<file path="config.mk">
export PLATFORM = sky130hd
export DESIGN_NAME = sqt_tone3
export DESIGN_NICKNAME = d
export VERILOG_FILES = /design/src/rtl/sqt_pkg.sv /design/src/rtl/sqt_regs.sv /design/src/rtl/sqt_voice.sv /design/src/rtl/sqt_mix.sv /design/src/rtl/sqt_tone3.sv
export SDC_FILE = /design/constraint.sdc
export NUM_CORES = 1
export LEC_CHECK = 0
export BUFFER_PORTS_ARGS = -buffer_cell sky130_fd_sc_hd__buf_4
export CORE_UTILIZATION = 67
export DETAILED_ROUTE_END_ITERATION = 8
export PLACE_DENSITY = 0.95
export SKIP_CTS_REPAIR_TIMING = 1
export SYNTH_ARGS = -nofsm -noshare
export SYNTH_HDL_FRONTEND = slang
export SYNTH_SLANG_ARGS = --single-unit
</file>
<file path="constraint.sdc">
create_clock -name clk -period 9.35 [get_ports clk]
set_input_delay 1.4025 -clock clk [delete_from_list [all_inputs] [get_ports clk]]
set_output_delay 1.4025 -clock clk [all_outputs]
set_load 0.01 [all_outputs]
</file>
<file path="src/rtl/sqt_pkg.sv">
package sqt_pkg;

  typedef enum logic {
    PORT_IDX = 1'b0,
    PORT_DAT = 1'b1
  } port_e;

  // integer square root, bitwise
  function automatic longint unsigned sqt_isqrt(input longint unsigned v);
    longint unsigned r;
    longint unsigned t;
    r = 0;
    for (int b = 31; b >= 0; b--) begin
      t = r | (longint'(1) << b);
      if (t * t <= v) r = t;
    end
    return r;
  endfunction

  // gain for level lvl: floor(2^fs / 2^((maxl-lvl)/2))
  function automatic int unsigned sqt_gain(input int unsigned lvl,
                                           input int unsigned maxl,
                                           input int unsigned fs);
    int unsigned d;
    int unsigned k;
    longint unsigned odd_base;
    d = maxl - lvl;
    k = d / 2;
    odd_base = sqt_isqrt(longint'(1) << (2 * fs - 1));
    if (d % 2 == 1) return int'(odd_base >> k);
    return int'((longint'(1) << fs) >> k);
  endfunction

endpackage

</file>
<file path="src/rtl/sqt_regs.sv">
module sqt_regs #(
  parameter int CH_N  = 3,
  parameter int PER_W = 12,
  parameter int VOL_W = 4,
  parameter int IDX_W = 4
) (
  input  logic                        clk,
  input  logic                        rst,
  input  logic                        wr_en,
  input  logic                        wr_addr,
  input  logic [7:0]                  wr_data,
  output logic [CH_N-1:0][PER_W-1:0]  period_o,
  output logic [CH_N-1:0][VOL_W-1:0]  volume_o,
  output logic [CH_N-1:0]             mute_o
);
  import sqt_pkg::*;

  localparam int REG_MUTE = 2 * CH_N + 1;
  localparam int REG_VOL0 = 2 * CH_N + 2;
  localparam int HI_W     = PER_W - 8;

  logic [IDX_W-1:0]            idx_q;
  logic [CH_N-1:0][PER_W-1:0]  per_q;
  logic [CH_N-1:0][VOL_W-1:0]  vol_q;
  logic [CH_N-1:0]             mute_q;
  logic                        idx_wr, dat_wr;

  assign idx_wr = wr_en && (port_e'(wr_addr) == PORT_IDX);
  assign dat_wr = wr_en && (port_e'(wr_addr) == PORT_DAT);

  always_ff @(posedge clk) begin
    if (rst) begin
      idx_q  <= '0;
      mute_q <= '1;
      vol_q  <= '0;
      for (int c = 0; c < CH_N; c++) per_q[c] <= PER_W'(1);
    end else if (idx_wr) begin
      idx_q <= wr_data[IDX_W-1:0];
    end else if (dat_wr) begin
      for (int c = 0; c < CH_N; c++) begin
        if (idx_q == IDX_W'(2 * c))        per_q[c][7:0]       <= wr_data;
        if (idx_q == IDX_W'(2 * c + 1))    per_q[c][PER_W-1:8] <= wr_data[HI_W-1:0];
        if (idx_q == IDX_W'(REG_VOL0 + c)) vol_q[c]            <= wr_data[VOL_W-1:0];
      end
      if (idx_q == IDX_W'(REG_MUTE)) mute_q <= wr_data[CH_N-1:0];
    end
  end

  assign period_o = per_q;
  assign volume_o = vol_q;
  assign mute_o   = mute_q;

  logic idx_dead;
  assign idx_dead = (idx_q == IDX_W'(2 * CH_N)) || (idx_q >= IDX_W'(REG_VOL0 + CH_N));

  a_r7_dead_index: assert property (@(posedge clk) disable iff (rst)
    dat_wr && idx_dead |=> $stable(per_q) && $stable(vol_q) && $stable(mute_q));

  a_r4_index_low: assert property (@(posedge clk) disable iff (rst)
    idx_wr |=> idx_q == $past(wr_data[IDX_W-1:0]));

  a_r4_data_keeps_index: assert property (@(posedge clk) disable iff (rst)
    dat_wr |=> $stable(idx_q));

endmodule

</file>
<file path="src/rtl/sqt_voice.sv">
module sqt_voice #(
  parameter int PER_W  = 12,
  parameter int VOL_W  = 4,
  parameter int PSC_SH = 4
) (
  input  logic             clk,
  input  logic             rst,
  input  logic             step_en,
  input  logic [PER_W-1:0] period_i,
  input  logic [VOL_W-1:0] volume_i,
  input  logic             mute_i,
  output logic [VOL_W-1:0] lvl_o
);
  localparam int CNT_W = PER_W + PSC_SH;

  logic [CNT_W-1:0] cnt_q, cnt_dec;
  logic             duty_q, duty_nx, wrap;
  logic [VOL_W-1:0] lvl_q;

  always_comb begin
    cnt_dec = cnt_q - 1'b1;
    wrap    = (cnt_dec == '0);
    duty_nx = wrap ? ~duty_q : duty_q;
  end

  always_ff @(posedge clk) begin
    if (rst) begin
      cnt_q  <= '0;
      duty_q <= 1'b0;
      lvl_q  <= '0;
    end else if (step_en) begin
      cnt_q  <= wrap ? {period_i, {PSC_SH{1'b0}}} : cnt_dec;
      duty_q <= duty_nx;
      lvl_q  <= (mute_i || !duty_nx) ? '0 : volume_i;
    end
  end

  assign lvl_o = lvl_q;

  a_r11_hold: assert property (@(posedge clk) disable iff (rst)
    !step_en |=> $stable(cnt_q) && $stable(duty_q) && $stable(lvl_q));

  a_r1_flip_on_reload: assert property (@(posedge clk) disable iff (rst)
    step_en && cnt_q == CNT_W'(1) |=> duty_q != $past(duty_q));

  a_r10_no_early_load: assert property (@(posedge clk) disable iff (rst)
    step_en && cnt_q != CNT_W'(1) |=> cnt_q == $past(cnt_q) - 1'b1 && duty_q == $past(duty_q));

  a_r3_muted_silent: assert property (@(posedge clk) disable iff (rst)
    step_en && mute_i |=> lvl_q == '0);

endmodule

</file>
<file path="src/rtl/sqt_mix.sv">
module sqt_mix #(
  parameter int CH_N    = 3,
  parameter int VOL_W   = 4,
  parameter int OUT_W   = 16,
  parameter int FS_LOG2 = 13
) (
  input  logic                       clk,
  input  logic                       rst,
  input  logic [CH_N-1:0][VOL_W-1:0] lvl_i,
  output logic [OUT_W-1:0]           sample_o
);
  localparam int LVLS  = 2 ** VOL_W;
  localparam int SUM_W = OUT_W + 2;

  logic [OUT_W-1:0] gain_rom [LVLS];

  for (genvar g = 0; g < LVLS; g++) begin : g_rom
    assign gain_rom[g] = OUT_W'(sqt_pkg::sqt_gain(g, LVLS - 1, FS_LOG2));
  end

  logic [SUM_W-1:0] acc, neg;
  logic [OUT_W-1:0] sample_q;

  always_comb begin
    acc = '0;
    for (int c = 0; c < CH_N; c++) acc = acc + SUM_W'(gain_rom[lvl_i[c]]);
    neg = -acc;
  end

  always_ff @(posedge clk) begin
    if (rst) sample_q <= '0;
    else     sample_q <= neg[OUT_W-1:0];
  end

  assign sample_o = sample_q;

  a_r8_negative: assert property (@(posedge clk) disable iff (rst)
    1'b1 |=> sample_q[OUT_W-1] == 1'b1);

  a_r8_follows_levels: assert property (@(posedge clk) disable iff (rst)
    $stable(lvl_i) && !$fell(rst) |=> $stable(sample_q));

endmodule

</file>
<file path="src/rtl/sqt_tone3.sv">
module sqt_tone3 #(
  parameter int CH_N    = 3,
  parameter int PER_W   = 12,
  parameter int VOL_W   = 4,
  parameter int PSC_SH  = 4,
  parameter int IDX_W   = 4,
  parameter int OUT_W   = 16,
  parameter int FS_LOG2 = 13
) (
  input  logic             clk,
  input  logic             rst,
  input  logic             step_en,
  input  logic             wr_en,
  input  logic             wr_addr,
  input  logic [7:0]       wr_data,
  output logic [OUT_W-1:0] sample_o
);
  logic [CH_N-1:0][PER_W-1:0] period;
  logic [CH_N-1:0][VOL_W-1:0] volume;
  logic [CH_N-1:0]            mute;
  logic [CH_N-1:0][VOL_W-1:0] lvl;

  sqt_regs #(.CH_N(CH_N), .PER_W(PER_W), .VOL_W(VOL_W), .IDX_W(IDX_W)) u_regs (
    .clk      (clk),
    .rst      (rst),
    .wr_en    (wr_en),
    .wr_addr  (wr_addr),
    .wr_data  (wr_data),
    .period_o (period),
    .volume_o (volume),
    .mute_o   (mute)
  );

  for (genvar c = 0; c < CH_N; c++) begin : g_voice
    sqt_voice #(.PER_W(PER_W), .VOL_W(VOL_W), .PSC_SH(PSC_SH)) u_voice (
      .clk      (clk),
      .rst      (rst),
      .step_en  (step_en),
      .period_i (period[c]),
      .volume_i (volume[c]),
      .mute_i   (mute[c]),
      .lvl_o    (lvl[c])
    );
  end

  sqt_mix #(.CH_N(CH_N), .VOL_W(VOL_W), .OUT_W(OUT_W), .FS_LOG2(FS_LOG2)) u_mix (
    .clk      (clk),
    .rst      (rst),
    .lvl_i    (lvl),
    .sample_o (sample_o)
  );

endmodule

</file>
=== After elaboration in Yosys (flattened, before gate mapping) ===
Memory sizes are Yosys's and may differ from the RTL's.
Index checks and enable logic that the tools add are counted.

* $add $sub $neg: 6
* $mul: 0
* Divide/modulo/power cells: 0
* $lt $le $gt $ge: 3
* Eq/ne operators: 9
* Shift-type cells: 0
* Multiplexer cells: 15
* Bitwise logic cells: 8
* Reductions and logical operators: 22

{| class="wikitable"
|+ Operator list
! cell !! number
|-
| 16-bit two-way mux || 9
|-
| 16-bit zero test || 3
|-
| 16-bit by 1-bit subtractor with 16-bit output (second input constant) || 3
|-
| 16-bit adder || 2
|-
| 3-bit AND reduction || 10
|-
| 16-bit negation || 1
|-
| 5-bit greater-or-equal comparator (second input constant) || 3
|-
| 4-bit NOT with 5-bit output || 3
|-
| 4-bit by 3-bit == test with 1-bit output (second input constant) || 3
|-
| 4-bit == test (second input constant) || 3
|-
| 4-bit two-way mux || 3
|-
| 4-bit by 2-bit == test with 1-bit output (second input constant) || 2
|-
| 1-bit NOT || 5
|-
| 4-bit by 1-bit == test with 1-bit output (second input constant) || 1
|-
| 4-bit zero test || 1
|-
| 1-bit zero test || 3
|-
| 1-bit logical OR || 3
|-
| 1-bit two-way mux || 3
|-
| 1-bit logical AND || 2
|}

* Bits in registers: 134
* Latch bits: 0
* Bits in writable memories: 0
* Bits in read-only memories: 768
* Word-level logic and storage cells: 87
* Memories: 3

{| class="wikitable"
|+ Memory list
! name !! depth !! width !! read ports !! clocked after memory_dff !! wr ports !! RTL line !! text
|-
| (no name shown) || 16 || 16 || 1 || 0 || 0 || sqt_mix.sv:26 || <nowiki>for (int c = 0; c < CH_N; c++) acc = acc + SUM_W'(gain_rom[lvl_i[c]]);</nowiki>
|-
| (no name shown) || 16 || 16 || 1 || 0 || 0 || sqt_mix.sv:26 ||
|-
| (no name shown) || 16 || 16 || 1 || 0 || 0 || sqt_mix.sv:26 ||
|}

=== Longest topological paths before layout ===
* Depth in word-level cells: 7
* Depth in mapped cells: 16

=== By module ===
A second synthesis with hierarchy kept.

* Cells, all modules: 873
* Area, all modules: 8234.1 µm²

{| class="wikitable"
|+ By module, submodules not included
! module !! instances !! cells each !! area an instance (µm²)
|-
| sqt_voice || 3 || 127 || 1204.9
|-
| sqt_mix || 1 || 283 || 2342.2
|-
| sqt_regs || 1 || 209 || 2277.2
|}

=== Worst setup path before layout ===
No wires, ideal clock.

* Path type: flip-flop to flip-flop
* Start point: register g_voice[1].u_voice.lvl_q[3]
* End point: register u_mix.sample_q[15], in the netlist u_mix.sample_o[15]
* Setup time: 0.121 ns
* Arrival time: 3.372 ns
* Required time: 9.229 ns
* Slack: 5.857 ns
* Stages on the path, launching flop included: 16
* Path buffers: 2
* Period minus slack after synthesis: 3.493 ns
* Cell sequence: dfxtp_1 > clkbuf_1 > clkbuf_1 > nor2_1 > ha_1 > fa_1 > inv_1 > ha_1 > inv_1 > fa_1 > nor2b_1 > o31a_1 > o2111ai_1 > a31oi_1 > a31oi_1 > mux2_2

* Cells in the longest elaborated chain, start to end: 7

{| class="wikitable"
|+ Ends and longest elaborated chain
! element !! RTL line !! text
|-
| start: declaration || sqt_voice.sv:18 || <nowiki>logic [VOL_W-1:0] lvl_q;</nowiki>
|-
| start signal: assignment || sqt_voice.sv:34 || <nowiki>lvl_q <= (mute_i || !duty_nx) ? '0 : volume_i;</nowiki>
|-
| 4-bit NOT with 5-bit output (implied by the code) || sqt_mix.sv:26 ||
|-
| memory read 16 x 16 bit || - ||
|-
| 16-bit two-way mux (implied by the code) (2 in series) || sqt_mix.sv:26 ||
|-
| 16-bit adder (2 in series) || sqt_mix.sv:26 ||
|-
| 16-bit negation || sqt_mix.sv:27 || <nowiki>neg = -acc;</nowiki>
|-
| end signal: assignment || sqt_mix.sv:32 || <nowiki>else sample_q <= neg[OUT_W-1:0];</nowiki>
|-
| end: declaration || sqt_mix.sv:22 || <nowiki>logic [OUT_W-1:0] sample_q;</nowiki>
|}

No other way between the ends. The select of a mux whose other input is x is not followed.
A chain may end at the register's enable or synchronous reset.

=== Final worst setup path ===
* Start point: register g_voice[2].u_voice.lvl_q[0]
* End point: register u_mix.sample_q[15], in the netlist u_mix.sample_o[15]

* Cells in the longest elaborated chain, start to end: 6

{| class="wikitable"
|+ Ends and longest elaborated chain
! element !! RTL line
|-
| start: declaration || sqt_voice.sv:18
|-
| start signal: assignment || sqt_voice.sv:34
|-
| 4-bit NOT with 5-bit output (implied by the code) || sqt_mix.sv:26
|-
| memory read 16 x 16 bit || -
|-
| 16-bit two-way mux (implied by the code) (2 in series) || sqt_mix.sv:26
|-
| 16-bit adder || sqt_mix.sv:26
|-
| 16-bit negation || sqt_mix.sv:27
|}

No other way between the ends. The select of a mux whose other input is x is not followed.

==> run metrics <==
status finished, violations left; failing checks DRC; top cell type's share of synthesized area roughly 33%; # port buffers 28; adder-cell area share of the yosys netlist between 10% and 20%; synth top area cells dfxtp_1, mux2i_1, ha_1, nor2_1, nand2_1; P_sw roughly 0.53 mW; Synth area leader dfxtp_1; cell row count 39; CTS H-Tree Depth 4; number of routed nets with antenna violations 0; Synth async-reset ratio 0%; Vias approximately 7300; grt ovf 0; critical path arrival between 4 and 5 ns; initial core utilization between 60% and 70%; top cells by count, synth dfxtp_1, nor2_1, nand2_1; XOR/XNOR Fraction of Synth Area under 10%; clock buffer depth 2; Synth cell types 71; Die Area between 10000 and 15000 sq um; VDD IR max between 150 and 200 uV; Int Pwr around 1.2 mW; placer congestion estimate between 0.9 and 1; RSZ-0062 raised after global routing no; Tmin final between 3 and 4 ns; RR Startpoint g_voice[2].u_voice.lvl_o[0]; Pre-Repair DR Iteration Count 8; R2R depth 14; leakage power between 3 and 4 nW; Least-Margin Pin Slew around 1.1 ns; EDFF count, synth 0; core region area approximately 12000 sq um; Post-Route WL about 20000 microns; max_slew headroom a little under a quarter; post-synthesis cell count 983; Max FO, Critical Path 5; sequential area share after synthesis roughly 33%; dpl hpwl 12900 microns; fraction of the mapped netlist area in compound gates about 16%; diode count 0; Hold Path Origin u_regs.volume_o[4]; CTS sink cnt 134; TritonCTS Buffers 17; Worst Hold Slack around 0.47 ns; clock root cell clkbuf_16; first-pass GRT wire length 32500 microns; most frequent cell after synthesis dfxtp_1; Worst setup EP type register; main combinational cell family by area after synthesis simple AND/OR/NAND/NOR gates; FF+latch count, synth approximately 130; clk_skew 0.0103 ns; Boundary Pins 29; total of warnings raised by yosys 0; crit path kind reg -> reg; Crit path top cell by count ha_1; Cell Chain, Critical Path inv_1 -> ha_1 -> nand2_1 -> o21ai_0 -> o21ai_0 -> fa_1 -> ha_1 -> ha_1 -> nor2b_1 -> o31a_1 -> o2111ai_1 -> a31oi_1 -> a31oi_1 -> mux2_2; cell depth of the worst hold path 2; number of setup violations in the final report 0; Pwr per Cell Area roughly 190 nW/um^2; setup tns final 0 ns; max_cap viols 0; Post-Syn Area per Cell about 8.3 sq um; largest net degree at the start of global routing 95; Final Max Slew Viols 0; fmax roughly 260 MHz; die extent in y approximately 110 microns; drt via density 6.51; share of cells above drive strength 1 around 8.5%; Clk pwr share about two fifths; DRC Markers 7; sequential share of power a little under 40%; mux contribution to synthesized area 9.75%; initial drt markers 621; worst flop-to-flop path endpoint u_mix.sample_o[15]; Chip Width 112 microns; simple-gate portion of the synthesized area 23.7%; R2R Setup Slk between 5 and 6 ns; vias in the first global route between 6000 and 7000; final hold vios 0; CTS clk-pin slew, worst paths 0.06 ns; Post-Syn Area 8120 sq um; Synth-to-Final Area Change 9.72%; Comb pwr share around a fifth; Critical Path Start Type register; Endpoint, Worst Hold g_voice[1].u_voice.lvl_o[0]; WL per Instance roughly 18 microns; biggest cell delay along the critical path between 0.4 and 0.5 ns; Clock Latency Late Sink between 0.4 and 0.5 ns; All-Layer GR Usage about a third; crit share post-route 41.7%; CP required a little under 10 ns; fin nets 1039; worst min-delay path class reg -> reg; Slowest-stage cell, CP fa_1; predominant post-synthesis flop cell dfxtp_1; initial antenna violation count 0; Net Count, Synth 1056; switching share of power between 30% and 40%; CTS tree yes
## final cells by class
cell class                      instances  area, sq um
Multi-Input combinational cell        734         5020
Fill cell                             759         2710
Sequential cell                       134         2680
Clock buffer                           19          443
Timing Repair Buffer                   33          248
Tap cell                              143          179
Inverter                               46          173
Clock inverter                         13          168
## flip-flops by register name (all words and copies together) (netlist names)
name                    count
u_mix.sample_o             16
g_voice.u_voice.cnt_q      48
u_regs.period_o            36
u_regs.volume_o            12
u_regs.mute_o               3
u_regs.idx_q                4
g_voice.u_voice.lvl_o      12
g_voice.u_voice.duty_q      3
## critical path: cells and delay by family (launching register included)
family | cells | cell delay [ns]
adders and majority gates | 4 | 1.36
buffers and inverters | 1 | 0.09
muxes | 1 | 0.35
and+or+nand+nor | 2 | 0.29
DFF | 1 | 0.42
AOI/OAI and AO/OA | 6 | 1.30
## metal layers
layer | vias to the layer above | GRT usage (%) | part of all wire (%)
li1 | 3485 | - | -
met1 | 3457 | 37.9 | 41
met2 | 299 | 54.9 | 49
met3 | 61 | 7.45 | 6.2
met4 | 0 | 17.9 | 3.4
met5 | - | 0 | 0
## placed cells by master (no fill, tap or decap), types with 6 or more instances in the layout
cell       count
fa_1          14
nand3b_1       6
nor4_1        15
a21oi_1       45
o21a_1        10
nand4b_1       7
clkbuf_16     17
xnor2_1       13
nand4_1       12
a31oi_1       17
nor3_1        46
and3_1        17
nor2_1       130
o21ai_0       42
inv_1         45
o31ai_1        7
dfxtp_1      134
nand3_1       22
nand2_1       76
mux2_2         9
buf_4         33
nor2b_1       12
a211oi_1      11
nor4b_1        6
or3_1         10
ha_1          46
o211ai_1       9
nand2b_1       8
mux2i_1       69
a21o_1         6
## logic make-up after synthesis
| group | count (synthesis) |
|---|---|
| XOR/XNOR | 14 |
| multiplexers | 78 |
| flip-flops | 134 |
| AND/OR/NAND/NOR | 389 |
| buffers and inverters | 115 |
| adder cells (fa/ha/maj) | 60 |
| AO/OA/AOI/OAI | 193 |
## power groups by stage
stage	sequential, mW	clock [mW]	combinational [mW]
floorplan	0.646	0	0.286
global placement	0.667	0	0.325
detailed placement	0.670	0	0.338
CTS	0.659	0.697	0.348
global route	0.667	0.728	0.390
finish	0.661	0.696	0.354
## worst max-delay path by stage
stage	startpoint	endpoint	slack [ns]	depth (start not counted)
after global placement	g_voice[1].u_voice.lvl_o[0]	u_mix.sample_o[15]	5.62	14
final	g_voice[2].u_voice.lvl_o[0]	u_mix.sample_o[15]	5.45	14
after global routing	g_voice[2].u_voice.lvl_o[0]	u_mix.sample_o[15]	5.18	14
after CTS	g_voice[2].u_voice.lvl_o[0]	u_mix.sample_o[15]	5.47	14
after floorplan	g_voice[1].u_voice.lvl_o[3]	u_mix.sample_o[15]	5.86	15
after detailed placement	g_voice[2].u_voice.lvl_o[0]	u_mix.sample_o[15]	5.50	14
## metrics by stage
step	area [sq um]	total power [mW]	cells	util (%)	setup slack, ns
after global placement	8300	0.992	1090	71.5	5.62
final	8910	1.71	1122	76.7	5.45
after CTS	8910	1.70	1122	76.7	5.47
after floorplan	8120	0.932	983	-	5.86
after global routing	8910	1.78	1122	76.7	5.18
after detailed placement	8300	1.01	1090	71.5	5.50
Note: power is estimated with default switching activity, not from simulation.
